$ cat config.mk
export PLATFORM = sky130hd
export DESIGN_NAME = ftb_timebase
export DESIGN_NICKNAME = d
export VERILOG_FILES = /design/src/rtl/ftb_pkg.sv /design/src/rtl/ftb_prescaler.sv /design/src/rtl/ftb_counter.sv /design/src/rtl/ftb_regbank.sv /design/src/rtl/ftb_timebase.sv
export SDC_FILE = /design/constraint.sdc
export NUM_CORES = 1
export LEC_CHECK = 0
export BUFFER_PORTS_ARGS = -buffer_cell sky130_fd_sc_hd__buf_2
export CORE_UTILIZATION = 50
export CTS_CLUSTER_SIZE = 40
export DETAILED_ROUTE_END_ITERATION = 7
export GPL_TIMING_DRIVEN = 0
export PLACE_DENSITY_LB_ADDON = 0.3
export RECOVER_POWER = 25
export SLEW_MARGIN = 40
export SYNTH_ARGS = -nofsm -noshare
export SYNTH_HDL_FRONTEND = slang
export SYNTH_HIERARCHICAL = 1
export SYNTH_SLANG_ARGS = --single-unit
export TNS_END_PERCENT = 30
$ cat constraint.sdc
create_clock -name clk_i -period 7.9 [get_ports clk_i]
set_clock_uncertainty 0.15 [all_clocks]
set_input_delay 1.975 -clock clk_i [delete_from_list [all_inputs] [get_ports clk_i]]
set_output_delay 1.975 -clock clk_i [all_outputs]
set_load 0.05 [all_outputs]
$ cat src/rtl/ftb_pkg.sv
package ftb_pkg;

    localparam logic [4:0] OFF_CNT_LO = 5'h00;
    localparam logic [4:0] OFF_RELOAD = 5'h04;
    localparam logic [4:0] OFF_CTRL   = 5'h08;
    localparam logic [4:0] OFF_CNT_HI = 5'h10;

    localparam int CTRL_CNT_BIT = 0;
    localparam int CTRL_DIV_BIT = 2;

    typedef enum logic {
        PS_OFF = 1'b0,
        PS_RUN = 1'b1
    } ps_state_e;

    typedef enum logic {
        SNAP_IDLE = 1'b0,
        SNAP_HELD = 1'b1
    } snap_state_e;

endpackage

$ cat src/rtl/ftb_prescaler.sv
module ftb_prescaler
    import ftb_pkg::*;
#(
    parameter int DIV_W = 32
) (
    input  logic             clk_i,
    input  logic             rst_ni,
    input  logic             ctrl_we_i,
    input  logic             div_en_bit_i,
    input  logic             reload_we_i,
    input  logic [DIV_W-1:0] reload_i,
    output logic             running_o,
    output logic             tick_o
);

    ps_state_e        state_q, state_d;
    logic [DIV_W-1:0] div_q;
    logic             at_top;

    assign at_top = (div_q == reload_i);

    always_comb begin
        state_d = state_q;
        unique case (state_q)
            PS_OFF: if (ctrl_we_i && div_en_bit_i)  state_d = PS_RUN;  // arm
            PS_RUN: if (ctrl_we_i && !div_en_bit_i) state_d = PS_OFF;  // disarm
            default: state_d = PS_OFF;
        endcase
    end

    always_ff @(posedge clk_i or negedge rst_ni) begin
        if (!rst_ni) begin
            state_q <= PS_OFF;
        end else begin
            state_q <= state_d;
        end
    end

    always_ff @(posedge clk_i or negedge rst_ni) begin
        if (!rst_ni) begin
            div_q <= '0;
        end else if (state_q == PS_OFF || reload_we_i) begin
            div_q <= '0;
        end else if (at_top) begin
            div_q <= '0;
        end else begin
            div_q <= div_q + DIV_W'(1);
        end
    end

    always_comb begin
        running_o = 1'b0;
        tick_o    = 1'b0;
        unique case (state_q)
            PS_OFF: begin
                running_o = 1'b0;
                tick_o    = 1'b0;
            end
            PS_RUN: begin
                running_o = 1'b1;
                tick_o    = at_top;
            end
            default: ;
        endcase
    end

    AST_TICK_ONLY_RUN: assert property (@(posedge clk_i) disable iff (!rst_ni)
        tick_o |-> (state_q == PS_RUN)) else $error("tick while off");
    AST_DIV_RESTART: assert property (@(posedge clk_i) disable iff (!rst_ni)
        reload_we_i |=> (div_q == '0)) else $error("divider not restarted");
    AST_DIV_BOUND: assert property (@(posedge clk_i) disable iff (!rst_ni)
        (state_q == PS_RUN && !reload_we_i && !at_top) |=> (div_q == $past(div_q) + DIV_W'(1)))
        else $error("divider step");

endmodule

$ cat src/rtl/ftb_counter.sv
module ftb_counter
    import ftb_pkg::*;
#(
    parameter int HALF_W = 32,
    localparam int CNT_W = 2 * HALF_W
) (
    input  logic              clk_i,
    input  logic              rst_ni,
    input  logic              inc_i,
    input  logic              lo_rd_i,
    input  logic              hi_rd_i,
    output logic [HALF_W-1:0] lo_word_o,
    output logic [HALF_W-1:0] hi_word_o
);

    logic [CNT_W-1:0]  count_q;
    logic [HALF_W-1:0] shadow_q;
    snap_state_e       snap_q, snap_d;

    always_ff @(posedge clk_i or negedge rst_ni) begin
        if (!rst_ni) begin
            count_q <= '0;
        end else if (inc_i) begin
            count_q <= count_q + CNT_W'(1);
        end
    end

    always_comb begin
        snap_d = snap_q;
        unique case (snap_q)
            SNAP_IDLE: if (lo_rd_i) snap_d = SNAP_HELD;  // capture
            SNAP_HELD: if (hi_rd_i) snap_d = SNAP_IDLE;  // consume (low read: recapture)
            default:   snap_d = SNAP_IDLE;
        endcase
    end

    always_ff @(posedge clk_i or negedge rst_ni) begin
        if (!rst_ni) begin
            snap_q <= SNAP_IDLE;
        end else begin
            snap_q <= snap_d;
        end
    end

    always_ff @(posedge clk_i or negedge rst_ni) begin
        if (!rst_ni) begin
            shadow_q <= '0;
        end else if (lo_rd_i) begin
            shadow_q <= count_q[CNT_W-1:HALF_W];
        end
    end

    always_comb begin
        lo_word_o = count_q[HALF_W-1:0];
        hi_word_o = count_q[CNT_W-1:HALF_W];
        unique case (snap_q)
            SNAP_IDLE: hi_word_o = count_q[CNT_W-1:HALF_W];
            SNAP_HELD: hi_word_o = shadow_q;
            default:   ;
        endcase
    end

    AST_CNT_HOLD: assert property (@(posedge clk_i) disable iff (!rst_ni)
        !inc_i |=> $stable(count_q)) else $error("count moved without tick");
    AST_CNT_STEP: assert property (@(posedge clk_i) disable iff (!rst_ni)
        inc_i |=> (count_q == $past(count_q) + CNT_W'(1))) else $error("count step");
    AST_SNAP_KEEP: assert property (@(posedge clk_i) disable iff (!rst_ni)
        (snap_q == SNAP_HELD && !lo_rd_i) |=> $stable(shadow_q)) else $error("shadow lost");
    AST_SNAP_EXCL: assert property (@(posedge clk_i) disable iff (!rst_ni)
        !(lo_rd_i && hi_rd_i)) else $error("both halves read at once");

endmodule

$ cat src/rtl/ftb_regbank.sv
module ftb_regbank
    import ftb_pkg::*;
#(
    parameter int DATA_W = 32,
    parameter int ADDR_W = 5
) (
    input  logic              clk_i,
    input  logic              rst_ni,
    input  logic              wr_en_i,
    input  logic              rd_en_i,
    input  logic [ADDR_W-1:0] addr_i,
    input  logic [DATA_W-1:0] wdata_i,
    input  logic              div_running_i,
    input  logic [DATA_W-1:0] lo_word_i,
    input  logic [DATA_W-1:0] hi_word_i,
    output logic              ctrl_we_o,
    output logic              reload_we_o,
    output logic              cnt_en_o,
    output logic [DATA_W-1:0] reload_o,
    output logic              lo_rd_o,
    output logic              hi_rd_o,
    output logic [DATA_W-1:0] rdata_o,
    output logic              rvalid_o
);

    logic              sel_lo, sel_hi, sel_rl, sel_ct;
    logic              cnt_en_q;
    logic [DATA_W-1:0] reload_q;
    logic [DATA_W-1:0] rd_mux;
    logic [DATA_W-1:0] rdata_q;
    logic              rvalid_q;

    assign sel_lo = (addr_i == ADDR_W'(OFF_CNT_LO));
    assign sel_hi = (addr_i == ADDR_W'(OFF_CNT_HI));
    assign sel_rl = (addr_i == ADDR_W'(OFF_RELOAD));
    assign sel_ct = (addr_i == ADDR_W'(OFF_CTRL));

    assign ctrl_we_o   = wr_en_i && sel_ct;
    assign reload_we_o = wr_en_i && sel_rl;
    assign lo_rd_o     = rd_en_i && sel_lo;
    assign hi_rd_o     = rd_en_i && sel_hi;

    always_ff @(posedge clk_i or negedge rst_ni) begin
        if (!rst_ni) begin
            cnt_en_q <= 1'b0;
            reload_q <= '0;
        end else begin
            if (ctrl_we_o)   cnt_en_q <= wdata_i[CTRL_CNT_BIT];
            if (reload_we_o) reload_q <= wdata_i;
        end
    end

    always_comb begin
        rd_mux = '0;
        if (sel_lo) begin
            rd_mux = lo_word_i;
        end else if (sel_hi) begin
            rd_mux = hi_word_i;
        end else if (sel_rl) begin
            rd_mux = reload_q;
        end else if (sel_ct) begin
            rd_mux[CTRL_CNT_BIT] = cnt_en_q;
            rd_mux[CTRL_DIV_BIT] = div_running_i;
        end
    end

    always_ff @(posedge clk_i or negedge rst_ni) begin
        if (!rst_ni) begin
            rdata_q  <= '0;
            rvalid_q <= 1'b0;
        end else begin
            rvalid_q <= rd_en_i;
            if (rd_en_i) rdata_q <= rd_mux;
        end
    end

    assign cnt_en_o = cnt_en_q;
    assign reload_o = reload_q;
    assign rdata_o  = rdata_q;
    assign rvalid_o = rvalid_q;

    AST_RD_LATENCY: assert property (@(posedge clk_i) disable iff (!rst_ni)
        rd_en_i |=> rvalid_o) else $error("missing read valid");
    AST_CNT_WR_IGNORED: assert property (@(posedge clk_i) disable iff (!rst_ni)
        (wr_en_i && (sel_lo || sel_hi)) |=> ($stable(cnt_en_q) && $stable(reload_q)))
        else $error("count write changed state");

endmodule

$ cat src/rtl/ftb_timebase.sv
module ftb_timebase
    import ftb_pkg::*;
#(
    parameter int DATA_W = 32,
    parameter int ADDR_W = 5
) (
    input  logic              clk_i,
    input  logic              rst_ni,
    input  logic              wr_en_i,
    input  logic              rd_en_i,
    input  logic [ADDR_W-1:0] addr_i,
    input  logic [DATA_W-1:0] wdata_i,
    output logic [DATA_W-1:0] rdata_o,
    output logic              rvalid_o,
    output logic              tick_o
);

    logic              ctrl_we, reload_we, cnt_en, div_running, tick;
    logic              lo_rd, hi_rd;
    logic [DATA_W-1:0] reload_val, lo_word, hi_word;

    ftb_regbank #(.DATA_W(DATA_W), .ADDR_W(ADDR_W)) u_regs (
        .clk_i         (clk_i),
        .rst_ni        (rst_ni),
        .wr_en_i       (wr_en_i),
        .rd_en_i       (rd_en_i),
        .addr_i        (addr_i),
        .wdata_i       (wdata_i),
        .div_running_i (div_running),
        .lo_word_i     (lo_word),
        .hi_word_i     (hi_word),
        .ctrl_we_o     (ctrl_we),
        .reload_we_o   (reload_we),
        .cnt_en_o      (cnt_en),
        .reload_o      (reload_val),
        .lo_rd_o       (lo_rd),
        .hi_rd_o       (hi_rd),
        .rdata_o       (rdata_o),
        .rvalid_o      (rvalid_o)
    );

    ftb_prescaler #(.DIV_W(DATA_W)) u_div (
        .clk_i        (clk_i),
        .rst_ni       (rst_ni),
        .ctrl_we_i    (ctrl_we),
        .div_en_bit_i (wdata_i[CTRL_DIV_BIT]),
        .reload_we_i  (reload_we),
        .reload_i     (reload_val),
        .running_o    (div_running),
        .tick_o       (tick)
    );

    ftb_counter #(.HALF_W(DATA_W)) u_cnt (
        .clk_i     (clk_i),
        .rst_ni    (rst_ni),
        .inc_i     (tick && cnt_en),
        .lo_rd_i   (lo_rd),
        .hi_rd_i   (hi_rd),
        .lo_word_o (lo_word),
        .hi_word_o (hi_word)
    );

    assign tick_o = tick;

    AST_NO_COUNT_WHEN_OFF: assert property (@(posedge clk_i) disable iff (!rst_ni)
        !div_running |-> !tick_o) else $error("tick without divider");

endmodule

* Word level (Yosys, flattened, before mapping)
Cells that the tools add are included.
Word-level totals: register bits after elaboration 196, input port bits 41, output and inout bits 34, logic and storage cells 46
Cells by class: $add $sub $neg 2, equality and inequality tests 4, muxes and demuxes 19, bitwise operators 2, reduce and logical (&&, ||, !) cells 10
Operators by type and width (number):
- $mux W32 | 4
- $add A64 B1 Y64 const B | 1
- $pmux W32 S2 | 1
- $add A32 B1 Y32 const B | 1
- $eq A32 B32 Y1 | 1
- $mux W29 | 1
- $mux W1 | 9
- $pmux W1 S2 | 4
- $logic_and A1 B1 Y1 | 7
- $eq A5 B3 Y1 const B | 1
- $eq A5 B4 Y1 const B | 1
- $eq A5 B5 Y1 const B | 1
- $logic_not A5 Y1 | 1
- $not A1 Y1 | 2
- $logic_not A1 Y1 | 1
- $logic_or A1 B1 Y1 | 1

* Logic depth before layout (Yosys ltp)
depth in word-level cells 6, depth in mapped cells 12, depth with buffers taken out 10

* By module
Netlist, hierarchy kept.
By module, submodules not included:
- ftb_counter | times used 1, cells an instance 419, area an instance 4868.4 sq um, seq. area each 2427.3 sq um
- ftb_regbank | times used 1, cells an instance 272, area an instance 3310.7 sq um, seq. area each 1651.6 sq um
- ftb_prescaler | times used 1, cells an instance 210, area an instance 1965.6 sq um, seq. area each 825.8 sq um
- ftb_timebase | times used 1, cells an instance 1, area an instance 6.3 sq um, seq. area each 0.0 sq um

* Least setup slack after synthesis
Ideal clock, no wire load.
kind flip-flop to output port, start register u_div.div_q[24], end output port tick_o, arrival time 2.628 ns, required time 5.775 ns, path slack 3.147 ns, stages on the path, launching flop included 6, path buffers 1, cell sequence dfrtp_1 > clkbuf_1 > xor2_1 > nor4_1 > nand2_1 > nor4_1
Between the ends: word-level cells in the longest chain between the ends 2
RTL lines:
- start: declaration | RTL line ftb_prescaler.sv:17 | logic [DIV_W-1:0] div_q;
- start signal: assignment | RTL line ftb_prescaler.sv:47 | div_q <= div_q + DIV_W'(1);
- $eq A32 B32 Y1 | RTL line ftb_prescaler.sv:20 | assign at_top = (div_q == reload_i);
- $pmux W1 S2 | RTL line ftb_prescaler.sv:54 | unique case (state_q)
- end: declaration | RTL line ftb_timebase.sv:15 | output logic tick_o
Every way passes these cells.

==> impl_metrics.json <==
{
  "status": "finished with violations",
  "failed_checks": "max-capacitance violations, max-slew violations",
  "seq_area_frac_synth_pct": 48.32,
  "hold_class": "reg -> reg",
  "p_total_w": 0.002276,
  "fin_cells": 1276,
  "crit_buf_inv": 1,
  "remaining_drc_errors": 0,
  "cellPowerDensity_mw_per_mm2": 197.9,
  "setup_viol_count_final": 0,
  "synth-main-ff-cell": "dfrtp_1",
  "cts_htree_levels": 4,
  "end_kind": "async pin",
  "fin_nets": 1039,
  "critPathMaxStageDelay_ns": 2.47,
  "timing.fmax_mhz": 203.7,
  "die_area_sq_mm": 0.02088,
  "finalHoldViolCount": 0,
  "required_ns": 7.47,
  "critPathArrivalTime_ns": 4.48,
  "rows": 51,
  "grt_pass1_wl_mm": 40.27,
  "fin_crit_sh_pct": 62.15,
  "vias": 7311,
  "place_inst": 1242,
  "syn_area_sq_mm": 0.01015,
  "worstSkewPairLatency_ns": 0.44,
  "place_congestion": 0.9350,
  "first_pass_iters": 6,
  "track_usage_pct": 26.05,
  "coreArea_sq_mm": 0.01965,
  "drtIter0Drc": 561,
  "dp_hpwl_mm": 18.70,
  "reg2reg_depth": 11,
  "avgSynthCellArea_sq_um": 11.25,
  "start_util_pct": 51.65,
  "cts_buffers": 17,
  "io_buffers": 73,
  "period_needed_ns": 4.910,
  "antenna_found_initial": 3,
  "clk_transition_reported_paths_ns": 0.06,
  "worst-path-stages": 1,
  "final_core_util_pct": 58.52,
  "slew_violations": 61,
  "cts_tree": "built",
  "fillers": 1679,
  "cts.sinks": 196,
  "gr-total-overflow": 0,
  "vias_per_cell": 5.730,
  "wire_per_inst_microns": 19.75,
  "r2r_end": "u_cnt/count_q[62]",
  "grt_max_degree": 74,
  "synthArstFlopShare_pct": 100.0,
  "fp.dieW_microns": 144.5,
  "crit_type": "in -> async",
  "leakage_nw": 5.404,
  "syn_nets": 945,
  "setup_tns_ns": 0,
  "rrSetupSlack_ns": 4.00,
  "critPathLaunchType": "input port",
  "rsz0062_at_grt": "no",
  "max-cap-violations": 1,
  "routed_wirelength_mm": 25.20,
  "holdWs_ns": 0.3474,
  "syn_inst": 902,
  "cts_resized": 0,
  "crit_path_end": "u_cnt/count_q[12]",
  "startpoint": "rst_ni",
  "io_pins": 75,
  "syn2layout_area_growth_pct": 13.30,
  "worst_pin_slew_ns": 3.565,
  "crit_family": "buffers and inverters",
  "clk_path_buf_depth": 2,
  "grt_pass1_vias": 7289,
  "synth_edf_count": 0,
  "reg2reg_from": "u_div/div_q[24]",
  "vdd_drop_max_mv": 0.1353,
  "die_h_microns": 144.5,
  "yosysWarnings": 6,
  "yosys.cell_types.count": 52,
  "slew_headroom_pct": -137.7,
  "cts_hold_buf": 0,
  "layout-drive-gt1-share_pct": 28.34,
  "critPathSlowestCell": "clkbuf_1",
  "postRouteAntennaNets": 0,
  "cp_max_fo": 62,
  "cts_setup_buffers": 0,
  "cts-root-buf": "clkbuf_16",
  "worstPathCellList": "clkbuf_1",
  "synth-seq-cells": 196
}
## power breakdown
part	internal, W	leakage, nW	total (W)	switching [W]
Combinational	0.000107	2.48	0.000300	0.000193
Sequential	0.00106	2.64	0.00113	0.0000673
Clock	0.000471	0.287	0.000849	0.000379
## placed cells by master (no fill, tap or decap), types with 5 or more instances in the layout
cell type and instances:
a31oi_1 30, and3_1 11, and4_1 9, buf_2 80, buf_4 33, clkbuf_1 32, clkbuf_16 17, clkbuf_8 5
dfrtp_1 196, inv_1 18, mux2_1 14, mux2_2 77, nand2_1 43, nand3_1 55, nand4_1 26, nor2_1 53
nor3_1 23, nor4_1 18, o21ai_0 40, o32ai_2 27, xnor2_1 33, xor2_1 92
## metal layers
layer / vias up / GRT usage (%) / part of all wire [%]
met5: - / 0 / 0.052
met4: 2 / 10.25 / 2.6
met3: 38 / 4.338 / 6.5
met2: 227 / 37.96 / 44
met1: 3646 / 38.45 / 47
li1: 3398 / - / -
## worst min path at each step
stage                 startpoint                end  slack, ns  depth (start not counted)
2_1_floorplan  u_cnt/count_q[63]  u_cnt/count_q[63]       0.30                          1
3_3_place_gp   u_cnt/count_q[31]  u_cnt/count_q[31]       0.33                          1
3_5_place_dp   u_cnt/count_q[27]  u_cnt/count_q[27]       0.33                          1
4_1_cts        u_cnt/count_q[27]  u_cnt/count_q[27]       0.34                          1
5_1_grt        u_cnt/shadow_q[5]  u_cnt/shadow_q[5]       0.37                          1
6_report       u_cnt/count_q[19]  u_cnt/count_q[19]       0.35                          1
## sequential cells by signal, summed over array words and instances (netlist names), named ones only
| signal | flops |
|---|---|
| u_cnt/count_q | 64 |
| u_cnt/shadow_q | 32 |
| u_cnt/snap_q | 1 |
| u_div/div_q | 32 |
| u_regs/cnt_en_o | 1 |
| u_regs/rdata_o | 32 |
| u_regs/reload_o | 32 |
| u_regs/rvalid_o | 1 |
## cell type report
cell class	instances	area, sq um	share of cell area [%]
Sequential cell	196	4905	42.65
Multi-Input combinational cell	607	4706	40.92
Buffer	81	488.0	4.243
Clock buffer	22	484.2	4.210
Timing Repair Buffer	75	417.9	3.634
Tap cell	265	331.6	2.883
Clock inverter	10	96.34	0.8377
Inverter	18	67.56	0.5875
Antenna cell	2	5.005	0.04352
## cell usage after synthesis (11+ instances only)
library cell  count  area share [%]
a31oi_1          30             1.8
and3_1           11            0.68
buf_4            33             2.4
clkbuf_1         29             1.1
dfrtp_1         196              48
inv_1            18            0.67
mux2_1           14             1.6
mux2_2           77             8.5
nand2_1          43             1.6
nand3_1          55             2.7
nand4_1          26             1.6
nor2_1           53             2.0
nor3_1           23             1.1
nor4_1           19             1.2
o21ai_0          40             2.0
o32ai_2          27             4.3
xnor2_1          33             2.8
xor2_1           92             7.9
## stage by stage
step | area, sq um | setup slack [ns]
2_1_floorplan | 10150 | 3.147
3_3_place_gp | 10850 | 1.437
3_5_place_dp | 10920 | 3.290
4_1_cts | 11500 | 3.311
5_1_grt | 11500 | 2.216
6_report | 11500 | 2.990
## cells by family (layout without fill, tap and decap cells)
logic type | count (synthesis) | after routing | share of synthesized area (%)
fa+ha+maj | 2 | 2 | 0.2465
xor+xnor | 125 | 125 | 10.79
flops | 196 | 196 | 48.32
simple gates | 281 | 281 | 15.90
compound gates | 105 | 105 | 8.887
other cells | 0 | 2 | 0
mux | 94 | 94 | 10.39
buf+inv | 99 | 206 | 5.472
No activity file was read; power rests on OpenSTA's default activity.
